==> config.mk <==
export PLATFORM = sky130hd
export DESIGN_NAME = rob_commit_unit
export DESIGN_NICKNAME = d
export VERILOG_FILES = /design/src/rtl/rob_pkg.sv /design/src/rtl/rob_store.sv /design/src/rtl/rob_ctrl.sv /design/src/rtl/rob_commit_unit.sv
export SDC_FILE = /design/constraint.sdc
export NUM_CORES = 1
export LEC_CHECK = 0
export BUFFER_PORTS_ARGS = -buffer_cell sky130_fd_sc_hd__buf_4
export CAP_MARGIN = 20
export CORE_MARGIN = 2
export CORE_UTILIZATION = 25
export DETAILED_ROUTE_END_ITERATION = 7
export PLACE_DENSITY_LB_ADDON = 0.3
export SYNTH_ARGS = -nofsm -noshare
export SYNTH_HDL_FRONTEND = slang
export SYNTH_SLANG_ARGS = --single-unit
==> constraint.sdc <==
create_clock -name clk -period 6.4 [get_ports clk]
set_input_delay 0.32 -clock clk [delete_from_list [all_inputs] [get_ports clk]]
set_output_delay 0.32 -clock clk [all_outputs]
set_load 0.005 [all_outputs]
==> src/rtl/rob_pkg.sv <==
package rob_pkg;
  typedef enum logic [1:0] {
    KIND_REG    = 2'b00,
    KIND_STORE  = 2'b01,
    KIND_BRANCH = 2'b10
  } robKind_e;

  // strobes from control to the entry storage
  typedef struct packed {
    logic allocEn;
    logic retire0;
    logic retire1;
    logic flushAll;
  } robStrobe_t;
endpackage

==> src/rtl/rob_store.sv <==
module rob_store
  import rob_pkg::*;
#(
  parameter int DEPTH  = 8,
  parameter int IDX_W  = 3,
  parameter int DEST_W = 5,
  parameter int DATA_W = 32
) (
  input  logic                        clk,
  input  logic                        rstN,
  input  robStrobe_t                  strb,
  input  logic [IDX_W-1:0]            allocIdx,
  input  logic [1:0]                  allocKind,
  input  logic [DEST_W-1:0]           allocDest,
  input  logic [IDX_W-1:0]            headIdx,
  input  logic [IDX_W-1:0]            nextIdx,
  input  logic                        cdbValid,
  input  logic [IDX_W-1:0]            cdbTag,
  input  logic [DATA_W-1:0]           cdbData,
  input  logic                        cdbMispredict,
  output logic [1:0]                  hValid,
  output logic [1:0]                  hReady,
  output logic [1:0]                  hMisp,
  output logic [1:0][1:0]             hKind,
  output logic [1:0][DEST_W-1:0]      hDest,
  output logic [1:0][DATA_W-1:0]      hData
);
  logic [DEPTH-1:0]             entValid;
  logic [DEPTH-1:0]             entReady;
  logic [DEPTH-1:0]             entMisp;
  logic [DEPTH-1:0][1:0]        entKind;
  logic [DEPTH-1:0][DEST_W-1:0] entDest;
  logic [DEPTH-1:0][DATA_W-1:0] entData;

  for (genvar i = 0; i < DEPTH; i++) begin : g_entry
    logic hitAlloc, hitCdb, hitRetire;
    assign hitAlloc  = strb.allocEn && (allocIdx == IDX_W'(i));
    assign hitCdb    = cdbValid && (cdbTag == IDX_W'(i)) && entValid[i];
    assign hitRetire = (strb.retire0 && (headIdx == IDX_W'(i))) ||
                       (strb.retire1 && (nextIdx == IDX_W'(i)));

    always_ff @(posedge clk or negedge rstN) begin
      if (!rstN) begin
        entValid[i] <= 1'b0;
        entReady[i] <= 1'b0;
        entMisp[i]  <= 1'b0;
      end else if (strb.flushAll) begin
        entValid[i] <= 1'b0;
      end else begin
        if (hitRetire) entValid[i] <= 1'b0;
        if (hitAlloc) begin
          entValid[i] <= 1'b1;
          entReady[i] <= 1'b0;
          entMisp[i]  <= 1'b0;
        end
        if (hitCdb) begin
          entReady[i] <= 1'b1;
          entMisp[i]  <= cdbMispredict;
        end
      end
    end

    always_ff @(posedge clk) begin
      if (hitAlloc) begin
        entKind[i] <= allocKind;
        entDest[i] <= allocDest;
      end
      if (hitCdb && !strb.flushAll) entData[i] <= cdbData;
    end
  end

  always_comb begin
    hValid = {entValid[nextIdx], entValid[headIdx]};
    hReady = {entReady[nextIdx], entReady[headIdx]};
    hMisp  = {entMisp[nextIdx],  entMisp[headIdx]};
    hKind  = {entKind[nextIdx],  entKind[headIdx]};
    hDest  = {entDest[nextIdx],  entDest[headIdx]};
    hData  = {entData[nextIdx],  entData[headIdx]};
  end
endmodule

==> src/rtl/rob_ctrl.sv <==
module rob_ctrl
  import rob_pkg::*;
#(
  parameter int DEPTH = 8,
  parameter int IDX_W = 3
) (
  input  logic             clk,
  input  logic             rstN,
  input  logic             allocReq,
  input  logic [1:0]       hValid,
  input  logic [1:0]       hReady,
  input  logic [1:0]       hMisp,
  input  logic [1:0][1:0]  hKind,
  output robStrobe_t       strb,
  output logic [IDX_W-1:0] allocIdx,
  output logic [IDX_W-1:0] headIdx,
  output logic [IDX_W-1:0] nextIdx,
  output logic             allocReady,
  output logic [1:0]       commitVld,
  output logic             flushOut
);
  localparam int PTR_W = IDX_W + 1;

  logic [PTR_W-1:0] headPtr, tailPtr, used, retireCnt, newHead;
  logic             full, fire0, fire1, flush0, flush1, flushAny;

  assign used     = tailPtr - headPtr;
  assign full     = (used == PTR_W'(DEPTH));
  assign headIdx  = headPtr[IDX_W-1:0];
  assign nextIdx  = headIdx + IDX_W'(1);
  assign allocIdx = tailPtr[IDX_W-1:0];

  always_comb begin
    fire0     = hValid[0] && hReady[0];
    flush0    = fire0 && (hKind[0] == KIND_BRANCH) && hMisp[0];
    fire1     = fire0 && !flush0 && hValid[1] && hReady[1];
    flush1    = fire1 && (hKind[1] == KIND_BRANCH) && hMisp[1];
    flushAny  = flush0 || flush1;
    retireCnt = PTR_W'(fire0) + PTR_W'(fire1);
    newHead   = headPtr + retireCnt;
  end

  always_comb begin
    strb.allocEn  = allocReq && !full && !flushAny;
    strb.retire0  = fire0;
    strb.retire1  = fire1;
    strb.flushAll = flushAny;
  end

  assign allocReady = !full;
  assign commitVld  = {fire1, fire0};
  assign flushOut   = flushAny;

  always_ff @(posedge clk or negedge rstN) begin
    if (!rstN) begin
      headPtr <= '0;
      tailPtr <= '0;
    end else begin
      headPtr <= newHead;
      if (flushAny)          tailPtr <= newHead;
      else if (strb.allocEn) tailPtr <= tailPtr + PTR_W'(1);
    end
  end
endmodule

==> src/rtl/rob_commit_unit.sv <==
module rob_commit_unit
  import rob_pkg::*;
#(
  parameter int DEPTH  = 8,
  parameter int DEST_W = 5,
  parameter int DATA_W = 32,
  localparam int IDX_W = $clog2(DEPTH)
) (
  input  logic                  clk,
  input  logic                  rstN,
  input  logic                  allocReq,
  input  logic [1:0]            allocKind,
  input  logic [DEST_W-1:0]     allocDest,
  output logic                  allocReady,
  output logic [IDX_W-1:0]      allocTag,
  input  logic                  cdbValid,
  input  logic [IDX_W-1:0]      cdbTag,
  input  logic [DATA_W-1:0]     cdbData,
  input  logic                  cdbMispredict,
  output logic [1:0]            commitVld,
  output logic [3:0]            commitKind,
  output logic [2*DEST_W-1:0]   commitDest,
  output logic [2*DATA_W-1:0]   commitData,
  output logic                  flushOut
);
  robStrobe_t               strb;
  logic [IDX_W-1:0]         headIdx, nextIdx;
  logic [1:0]               hValid, hReady, hMisp;
  logic [1:0][1:0]          hKind;
  logic [1:0][DEST_W-1:0]   hDest;
  logic [1:0][DATA_W-1:0]   hData;

  rob_ctrl #(.DEPTH(DEPTH), .IDX_W(IDX_W)) u_ctrl (
    .clk(clk), .rstN(rstN), .allocReq(allocReq),
    .hValid(hValid), .hReady(hReady), .hMisp(hMisp), .hKind(hKind),
    .strb(strb), .allocIdx(allocTag), .headIdx(headIdx), .nextIdx(nextIdx),
    .allocReady(allocReady), .commitVld(commitVld), .flushOut(flushOut)
  );

  rob_store #(.DEPTH(DEPTH), .IDX_W(IDX_W), .DEST_W(DEST_W), .DATA_W(DATA_W)) u_store (
    .clk(clk), .rstN(rstN), .strb(strb),
    .allocIdx(allocTag), .allocKind(allocKind), .allocDest(allocDest),
    .headIdx(headIdx), .nextIdx(nextIdx),
    .cdbValid(cdbValid), .cdbTag(cdbTag), .cdbData(cdbData), .cdbMispredict(cdbMispredict),
    .hValid(hValid), .hReady(hReady), .hMisp(hMisp),
    .hKind(hKind), .hDest(hDest), .hData(hData)
  );

  assign commitKind = hKind;
  assign commitDest = hDest;
  assign commitData = hData;
endmodule

==> results.txt, run 1 <==
The run finished with clean final reports. The weighted congestion at the end of routability-driven global placement came out at 0.819. The number of max-cap violations came out at 0.

The H-tree generated during clock tree synthesis spans 2 levels. The number of global-route vias before repair came to approximately 10k. Routed signal wires occupy layers up through met5.

The placeable core region is 64600 um2. The proportion of netlist area held by the largest area contributor is 57.2%. After floorplanning, the core was divided into 93 placement rows. The later-pin clock latency in the skew report is 570 ps. For this block, the routed nets add up to 44500 um of wire. The tightest slew margin relative to the limit came out at 30.8%.

Counting the buffers created by CTS gives 39. During I/O placement, the number of pins put on the boundary was 132. The final max-slew violation count is 0.

The worst setup path is launched from a flop. For this design, the sink count on the clock tree is roughly 340. The slew at the pin closest to its max-slew limit is 1040 ps.

The buffer levels on the longest clock path is 3. Setup repair after global routing left no endpoint under its margin. The number of antenna violations at the first check in global routing came to 4. Of all cell types, the one taking the most synthesized area is edfxtp_1. The analysis attributes to net switching a power of 3.56 mW.

The HPWL after detailed placement is about 28000 um. The pin count of the biggest net entering global routing came out at 152. In this run switching power makes up between 30 and 40% of total power. The die covers 67600 um2. The setup TNS is 0 ps. Yosys printed 0 warnings. The number of resized instances in the post-cts repair step came out at 0. The maximum fanout along the worst path came out at 24. The cell total after placement is roughly 1.9k. The starting utilization of the core area came out at 25.4%. The first-pass GRT wire length is 66100 um. Setup violations remaining at the end of the flow were counted as 0. After the flow finishes, the layout carries non-filler instances totaling roughly 2.0k. Averaged over all synthesized cells, the footprint is approximately 18 um2. The area growth from synthesis to layout is 21.3%. In the synthesized netlist the dominant register cell turns out to be edfxtp_1. The number of buffers added for setup after CTS came out at 0. Per report_power, the clock group accounts for 20.8% of the total.

The number of routed nets with antenna violations is 0. The combinational power share came out at around half. The count of cell types in the netlist is 48.

The remaining design rule violation count came out at 0. The static leakage power came out at 6.82 nW. The routed length on met1 came out at 18700 um. The worst min-delay path class is in -> reg. The instance count of the mapped netlist came out at 926. The mean number of vias per cell came out at about 4.8. The internal power came out at 6.42 mW.

Yosys mapped a number of flops with a built-in enable equal to approximately 310. The detailed route wirelength on metal3 is 2310 um. After the last flow step, the layout net total stands at 1152. The overall overflow remaining after global route is 0. Data on the critical path arrives at its endpoint at 5390 ps. The number of iterations in the first detailed-routing pass is 5. The worst hold path depth is 1. The register clock-pin slew on the reported worst setup and hold paths came out at 60 ps. TritonCTS built the clock tree. Counting cells, the worst reg-to-reg path comes to 11.

After layout, the minimum clock period comes to 5130 ps. The via count is 9436. Buffers placed on the I/O ports in this run total 131.

The final number of hold-violating endpoints is 0. The register area share after synthesis came out at 62.1%. The share of flip-flops with an asynchronous set or reset after synthesis came out at 9.30%. The final routed wire length divided by cell count is 22.7 um. Hold is met by 32.0 ps. The fraction of layout instances using a drive strength above 1 came out at 38.4%.

The slack of the worst reg-to-reg path came out at about 1300 ps. Based on the critical path, the design can be clocked at up to 0.195 GHz. At the worst endpoint, the required time is 6670 ps. In this run the clock root is driven by a clkbuf_16.

The ratio of total power to cell area is roughly 500 nW/um2. The sequential share of power is 29.0%. After synthesis, the cell types taking the most area are edfxtp_1, mux4_2, dfrtp_1, nand2_1, mux2_2. From bottom edge to top edge, the die measures 260 um. The wire length on met2 is 22500 um. After synthesis the netlist holds a flip-flop and latch count of 344. The type of the worst setup path is reg -> reg. The final period utilization came out at 80.1%.

After the first detailed-routing iteration, the DRC count stood at 634. The clock skew is 36.4 ps. The chip width came out at 260 um. Summing every instance area after synthesis gives 16400 um2. Global routing used between 10% and 20% of the available tracks across all layers. IR analysis of the VDD net gives a maximum drop of 0.409 mV. STA classifies the critical path endpoint as a flop.

The net count of the mapped netlist is around 990.
## cells in the mapped netlist, drive strengths merged (5+ instances only)
cell	count
edfxtp	312
ha	19
o21ai	8
inv	27
mux2i	5
a21oi	13
nand2	133
mux2	42
o2bb2ai	11
nor2	12
nand3	14
clkbuf	35
mux4	162
dfrtp	32
o211ai	9
buf	32
nor3	5
## worst max-delay path: stages, from the launching register on
cell      delay [ps]
dfrtp_4          640
ha_1             300
ha_2             860
mux4_2           410
mux2i_1          260
nor3_2            90
a21boi_2         130
buf_4            230
or2_1            390
inv_2            330
nor2_4           840
buf_4            300
## power groups by stage
stage | combinational, mW | sequential, mW | clock [mW]
finish | 5.02 | 2.89 | 2.07
global route | 5.48 | 2.92 | 2.23
CTS | 5.17 | 2.89 | 2.14
detailed placement | 5.12 | 2.93 | 0
global placement | 5.13 | 2.93 | 0
floorplan | 3.17 | 2.84 | 0
## layer usage
metal,vias to the layer above,track usage (%)
met1,5010,16.9
met5,-,0
met4,6,3.70
met2,274,22.5
met3,68,3.04
li1,4078,-
## worst paths after layout
kind / startpoint / endpoint
hold reg to reg: u_store.entReady[6] / u_store.entReady[6]
hold / removal: cdbData[27] / u_store.entData[187]
setup reg to reg: u_ctrl.headPtr[0] / u_store.entData[237]
max in group asynchronous: rstN / u_ctrl.headPtr[1]
setup / recovery: u_ctrl.headPtr[0] / u_store.entData[237]
min in group asynchronous: rstN / u_ctrl.tailPtr[0]
## cell families after synthesis
logic type | synth area share, %
adder cells (fa/ha/maj) | 1.57
flip-flops | 62.1
XOR/XNOR | 0.412
multiplexers | 25.5
AO/OA/AOI/OAI | 2.95
AND/OR/NAND/NOR | 4.93
buffers and inverters | 2.59
## cell type report
class,count,area [um2]
Tap cell,855,1070
Clock inverter,21,141
Timing Repair Buffer,185,1510
Inverter,27,101
Antenna cell,1,2.50
Fill cell,6361,44700
Multi-Input combinational cell,488,5860
Sequential cell,344,10200
Clock buffer,45,1020
## sequential cells by signal, summed over array words and instances, names as in the netlist
signal / flops
u_store.entData: 256
u_store.entDest: 40
u_store.entKind: 16
u_store.entMisp: 8
u_store.entReady: 8
u_store.entValid: 8
u_ctrl.headPtr: 4
u_ctrl.tailPtr: 4
## timing repair
item                                    in CTS  in global routing
hold buffers                                35                  0
endpoints found under the hold margin      284                  0
endpoints found under the setup margin       0                  0
## through the flow
stage | power, mW | area, um2 | utilization [%] | setup WS, ps
floorplan | 6.01 | 16400 | - | 1730
global placement | 8.06 | 18300 | 28.4 | 1290
detailed placement | 8.06 | 18300 | 28.4 | 1190
CTS | 10.2 | 19900 | 30.7 | 1170
global route | 10.6 | 19900 | 30.8 | 819
finish | 9.98 | 19900 | 30.8 | 1270
## layout by cell type (no fill, tap or decap), drive strengths merged, types with 2 or more instances in the layout
master / instances
nand3b: 2
o22ai: 4
dfrtp: 32
nand3: 14
clkinvlp: 2
o21ai: 8
buf: 150
mux2: 42
dlygate4sd3: 35
nor2b: 4
a21oi: 13
edfxtp: 312
nand2: 133
o21bai: 4
inv: 28
o211ai: 9
o311ai: 4
xnor2: 3
xor2: 2
nand4b: 3
nor3: 5
mux4: 162
a22o: 4
clkinv: 17
a2bb2o: 4
nor4b: 3
nand4: 2
o2bb2ai: 11
nor2: 12
clkbuf: 45
and3: 4
mux2i: 5
ha: 19
and2: 2
o211a: 2
Note: power is estimated with default switching activity, not from simulation.
==> run 2, diff against run 1 <==
- clock period: 6.4 -> 4.6 ns (I/O delays scaled with it)
==> results.txt, run 2 (synthesis results as in run 1) <==
The run finished with clean final reports. The flip-flop count of the largest register after layout is 256 (unchanged). The static leakage power was 7.00 nW (+2.6%). The number of resized instances in the post-cts repair step was 0 (unchanged). The starting utilization of the core area is 25.4% (unchanged). The combined buffer and inverter count along the critical path was 4 (+1). The remaining design rule violation count is 0 (unchanged).

The maximum clock frequency is between 0.2 and 0.25 GHz. The longest individual stage delay on the worst path is 570 ps (-290 ps). The final-report setup violation count is 0 (unchanged). The worst hold-check slack is 103 ps (+71.4 ps). The number of nets in the layout came out at 1171 (+1.6%). The worst path in the final design needs a cycle of 4110 ps, including I/O delays and setup. TritonCTS built the clock tree.

The area taken by flip-flops and latches is 10200 um2 (unchanged). The pin count of the biggest net entering global routing was 65 (-57%). The tightest slew margin relative to the limit is 33.6% (+2.7 points).

The mean number of vias per cell came out at 4.76 (-0.74%). Setup repair after global routing left no endpoint under its margin. The slew at the pin closest to its max-slew limit came out at 994 ps (-43.5 ps). The final instance area is 20200 um2 (+1.8%). The worst setup path is captured at an output pin. The count of buffers from port buffering came out at 131 (unchanged). The final max-slew violation count came to 0 (unchanged). The switching part of the total power is 35.9% (+0.21 points).

The iteration-0 DRC count of the detailed router is 854 (+35%). The critical path data arrival time is 3880 ps (-1510 ps). The ratio of total power to cell area came out at 710 nW/um2 (+42%). The sequential share of power is 28.0% (-1.0 points). The number of iterations in the first detailed-routing pass came out at 5 (unchanged). The total cell area at the placement stage came to 18400 um2 (+0.45%). The HPWL after detailed placement is 29400 um (+5.0%).

The final routed wire length divided by cell count came out at 22.8 um (+0.84%). The first-pass GRT wire length is 68000 um (+2.9%). The site row count is 93 (unchanged). The full die area came out at 67600 um2 (unchanged). The maximum fanout along the worst path came out at 13 (-46%).

The highest ir drop seen on vdd is 0.472 mV (+15%). In this run the clock root is driven by a clkbuf_16. The total length of routed wires is 45500 um (+2.2%). The I/O pin count is 132 (unchanged). The power share of the clock group is 22.5% (+1.7 points). In the finished design, the share of the clock period the worst path needs comes to 89.3%.

The number of max-cap violations is 0 (unchanged). By instance count, the cell type seen most on the critical path is buf_4. The count of fill cells added during filler insertion came out at 6296 (-1.0%). The final number of hold-violating endpoints is 0 (unchanged). The chip width came out at 260 um (unchanged). The maximum level of the CTS H-tree is 2 (unchanged). Grouping stages by cell kind, the critical path spends the most delay in buffers and inverters. The combinational power share came to 49.5% (-0.8 points).

The die extent in y came out at 260 um (unchanged). The worst setup path is launched from a flop. The internal power came to 9.22 mW (+44%). The signal on the critical path passes through ha_1 > ha_2 > buf_4 > mux4_2 > mux2_2 > nor3_2 > a21boi_2 > or2_1 > inv_2 > buf_4 > buf_4. The number of buffers added for setup after CTS came out at 0 (unchanged). Leaving out fill and tap cells, the most frequent cells in the layout are edfxtp_1, mux4_2, buf_4, nand2_1.

The number of clock buffers inserted by TritonCTS was 41 (+5.1%). The overall overflow remaining after global route was 0 (unchanged). The data required time at the worst endpoint was 4370 ps (-2300 ps). The via count is 9490 (+0.57%).

The type of the worst setup path is reg -> out. The area occupied by multi-input gates is 5860 um2 (unchanged). The number of antenna violations at the first check in global routing is 3 (-1). The later-pin clock latency in the skew report is 590 ps (+20 ps).

The largest register by flop count is u_store.entData. The global-route total usage across every layer is 13.6% (+0.34 points). The fraction of layout instances using a drive strength above 1 is 39.4% (+1.0 points).

The buffer levels on the longest clock path is 3 (unchanged). In the final layout, the registers with the most flip-flops are u_store.entData: 256 flops, u_store.entDest: 40 flops, u_store.entKind: 16 flops. The library cell used most frequently in the layout, excluding fill and tap cells, is edfxtp_1. The placeable core region came out at 64600 um2 (unchanged).

The TritonCTS sink count is 344 (unchanged). The slowest stage of the critical path is the dfrtp_4 cell. The number of global-route vias before repair was 10.1k (+0.71%).

The clock skew is 33.5 ps (-2.90 ps). The number of routed nets with antenna violations came out at 0 (unchanged). The net load switching power is 5.16 mW (+45%). The weighted congestion at the end of routability-driven global placement was 0.815 (-0.56%). The register clock-pin slew on the reported worst setup and hold paths was 60 ps (about the same). The worst hold path belongs to the class in -> reg.

Compared with the post-synthesis result, the final layout area differs by 23.5%.
-- run 2: changes by cell type in the layout (fill, tap and decap cells not counted) --
| cell | delta |
|---|---|
| clkinv_2 | +2 |
| clkbuf_16 | +1 |
| clkbuf_8 | +3 |
| inv_8 | +2 |
| diode_2 | +1 |
| clkinv_1 | -2 |
| clkinv_8 | -1 |
| buf_4 | +11 |
| clkinv_16 | +3 |
| clkinvlp_4 | -1 |
| inv_6 | -1 |
| bufinv_16 | +2 |
| dlygate4sd3_1 | +6 |
-- run 2: layout make-up --
type                            count  share of cell area [%]
Multi-Input combinational cell    488                    29.0
Clock buffer                       49                    5.37
Clock inverter                     25                    1.40
Tap cell                          855                    5.29
Inverter                           27                   0.501
Sequential cell                   344                    50.3
Antenna cell                        2                  0.0247
Timing Repair Buffer              202                    8.16
-- run 2: routing by layer --
layer	share of wire, %	global-route usage (%)	wire [um]
met5	0.029	0	13
met3	5.8	2.85	2630
met1	42	17.7	19200
met2	49	22.7	22400
met4	2.6	4.15	1170
-- run 2: timing repair --
item / 4_1_cts / 5_1_grt
endpoints found under the setup margin: 0 / 0
hold buffers: 41 / 0
hold endpoints to repair: 345 / 0
-- run 2: worst paths after layout --
| kind | start | endpoint | slack [ps] | cells past startpoint |
|---|---|---|---|---|
| min reg2reg | u_store.entReady[4] | u_store.entReady[4] | 490 | 1 |
| min | allocReq | u_store.entValid[6] | 100 | 3 |
| max in group asynchronous | rstN | u_ctrl.headPtr[0] | 4010 | 2 |
| min in group asynchronous | rstN | u_store.entMisp[5] | 200 | 2 |
| max | u_ctrl.headPtr[0] | flushOut | 490 | 11 |
| max reg2reg | u_ctrl.headPtr[1] | u_store.entData[111] | 680 | 9 |
-- run 2: power groups by stage --
stage	combinational [mW]	clock (mW)	sequential [mW]
floorplan	4.41	0	3.95
global placement	7.23	0	4.09
detailed placement	7.23	0	4.09
CTS	7.30	3.32	4.03
global route	7.75	3.45	4.07
finish	7.11	3.24	4.03
-- run 2: stage by stage --
stage / utilization (%) / cells / power [mW] / setup slack (ps) / TNS, ps
after floorplan: - / 926 / 8.36 / -67.5 / -15100
after global placement: 28.5 / 1874 / 11.3 / 596 / 0
after detailed placement: 28.5 / 1874 / 11.3 / 565 / 0
after CTS: 31.3 / 1989 / 14.7 / 440 / 0
after global routing: 31.3 / 1990 / 15.3 / 274 / 0
final: 31.3 / 1992 / 14.4 / 493 / 0
-- run 2: worst reg2reg max path: cells and delay by family, from the launching register on --
kind / cells / cell delay (ps)
AOI/OAI and AO/OA: 1 / 190
buffers and inverters: 3 / 920
and+or+nand+nor: 3 / 1090
muxes: 2 / 850
DFF: 1 / 560
==> run 3, diff against run 2 <==
--- a/config.mk
+++ b/config.mk
@@ -13,2 +13,3 @@
 export PLACE_DENSITY_LB_ADDON = 0.3
+export SKIP_CTS_REPAIR_TIMING = 1
 export SYNTH_ARGS = -nofsm -noshare
==> constraint.sdc (replaced) <==
create_clock -name clk -period 4.6 [get_ports clk]
set_input_delay 0.46 -clock clk [delete_from_list [all_inputs] [get_ports clk]]
set_output_delay 0.46 -clock clk [all_outputs]
set_load 0.005 [all_outputs]
==> results.txt, run 3 (synthesis results as in run 1) <==
The mean number of vias per cell is 4.72 (-0.89%). The via count is 9188 (-3.2%). The sum of internal, switching and leakage power is 14.1 mW (-2.2%). The final max-slew violation count is 0 (unchanged). The total length of routed wires is 44100 um (-3.0%). The maximum level of the CTS H-tree came out at 2 (unchanged).

The flow ran to the end, and the final reports show no timing, DRC or antenna violations. The flip-flop count of the largest register after layout came out at 256 (unchanged). The maximum clock frequency came out at 0.232 GHz (-4.8%). The overall overflow remaining after global route came to 0 (unchanged).

The shortest clock period the worst path allows after layout was 4310 ps (+208 ps). The combined buffer and inverter count along the critical path was 3 (-1). The pin count of the biggest net entering global routing came to 100 (+54%). In the layout the commonest cells are edfxtp_1, mux4_2, buf_4, nand2_1, mux2_2. The number of iterations in the first detailed-routing pass is 5 (unchanged). The number of routed nets with antenna violations is 0 (unchanged). The weighted congestion at the end of routability-driven global placement is 0.843 (+3.5%). The data required time at the worst endpoint is 4140 ps (-230 ps). The HPWL after detailed placement is 28500 um (-3.0%). Ranked by flip-flop count, first place goes to u_store.entData. The worst setup path is captured at an output pin. The TritonCTS sink count is 344 (unchanged). The later-pin clock latency in the skew report was 570 ps (-20 ps). The critical path data arrival time came out at 3850 ps (-30 ps). The launch point of the worst hold path is cdbData[22]. The startpoint identified for the worst register-to-register timing path is u_ctrl.headPtr[1]. In this design, the largest share of critical-path delay is due to adder cells. The count of buffers from port buffering is 131 (unchanged). The iteration-0 DRC count of the detailed router was 608 (-29%). The path class of the tightest hold or removal check is in -> reg. The number of max-cap violations is 0 (unchanged). The core occupancy in the finished layout was 30.5% (-0.79 points).

The number of clock buffers inserted by TritonCTS is 39 (-4.9%). The maximum fanout along the worst path came out at 21 (+8). The cell with the biggest individual delay on the critical path is dfrtp_4.

The final period utilization came out at 93.8% (+4.5 points). The starting utilization of the core area came out at 25.4% (unchanged). The number of global-route vias before repair was 9641 (-4.5%). The final-report setup violation count came out at 0 (unchanged). The full die area is 67600 um2 (unchanged). The longest individual stage delay on the worst path is 640 ps (+70 ps). The chip width came out at 260 um (unchanged).

The largest registers in the layout are u_store.entData: 256 flops, u_store.entDest: 40 flops, u_store.entKind: 16 flops. The worst setup path is of the reg -> out kind. The I/O pin count is 132 (unchanged). The critical path startpoint category is a flop. The signal on the critical path passes through ha_1 > ha_4 > mux4_2 > mux2_2 > nor3_2 > a21boi_2 > or2_1 > inv_4 > buf_4 > buf_4. The number of antenna violations at the first check in global routing came out at 6 (+3).

Leaving out fill and tap cells, the most frequent cell in the layout is edfxtp_1. Setup repair after global routing left no endpoint under its margin. The startpoint of the most critical setup path is u_ctrl.headPtr[1]. The register clock-pin slew on the reported worst setup and hold paths is 60 ps (about the same). The placeable core region came to 64600 um2 (unchanged). The final number of hold-violating endpoints came out at 0 (unchanged). The site row count is 93 (unchanged). The most numerous cell type found on the critical path is buf_4. The buffer levels on the longest clock path was 3 (unchanged). The number of nets in the layout came out at 1128 (-3.7%). The final routed wire length divided by cell count is 22.7 um (-0.70%). The die extent in y is 260 um (unchanged).

The first-pass GRT wire length was 65500 um (-3.7%). The global-route total usage across every layer is 13.2% (-0.41 points). The tightest slew margin relative to the limit came out at 30.2% (-3.3 points). TritonCTS built the clock tree. The slew at the pin closest to its max-slew limit came out at 1050 ps (+52.5 ps). The clock skew came out at 20.7 ps (-12.9 ps). The ratio of total power to cell area is 713 nW/um2 (+0.29%).

The highest ir drop seen on vdd is 0.422 mV (-11%). The static leakage power is 6.76 nW (-3.4%). From synthesis to final layout, the design area changed by 20.4%. The remaining design rule violation count came to 0 (unchanged). The fraction of layout instances using a drive strength above 1 is 40.0% (+0.62 points). The master cell of the clock root buffer is clkbuf_16.
run 3: cell types whose count changed in the layout (fill, tap and decap cells not counted), sizes merged:
cell | previous run | this run
dlygate4sd3 | 41 | 1
diode | 2 | 1
clkinvlp | 1 | 2
buf | 161 | 160
clkinv | 19 | 15
inv | 29 | 28
run 3: worst paths after layout:
kind | endpoint | cells after the start | slack, ps
setup / recovery | flushOut | 10 | 290
hold / removal | u_store.entData[118] | 1 | 120
setup reg to reg | u_store.entData[26] | 8 | 730
hold reg to reg | u_store.entReady[6] | 1 | 500
max in group asynchronous | u_ctrl.headPtr[0] | 2 | 3840
min in group asynchronous | u_ctrl.tailPtr[2] | 2 | 410
run 3: report_power, final:
part	total (mW)	internal, mW	switching, mW	leakage [nW]
combinational	6.98	3.54	3.44	2.95
clock	3.02	1.76	1.26	0.598
sequential	4.06	3.75	0.303	3.21
total	14.1	9.05	5.01	6.76
run 3: stage by stage:
step	TNS, ps	setup slack (ps)	cell area [um2]	hold WS, ps	std cells
after floorplan	-15100	-67.5	16400	164	926
after global placement	0	596	18500	430	1874
after detailed placement	0	541	18500	431	1874
after CTS	-46.3	-46.3	19700	-165	1944
after global routing	0	64.1	19700	95.1	1945
final	0	285	19700	121	1946
run 3: cell type report:
| class | count | area (um2) |
|---|---|---|
| clock buffers | 49 | 1020 |
| well taps | 855 | 1070 |
| fillers | 6324 | 44900 |
| inverters | 27 | 104 |
| repair buffers | 161 | 1260 |
| multi-input cells | 488 | 5870 |
| flip-flops and latches | 344 | 10200 |
| diodes | 1 | 2.50 |
| clock inverters | 21 | 216 |
run 3: layer usage:
layer  up-vias  track usage (%)  share of wire [%]
met2       235             21.9                 49
met5         -                0               0.17
li1       4034                -                  -
met1      4833             17.2                 44
met4        12             3.51                2.3
met3        74             3.15                5.2
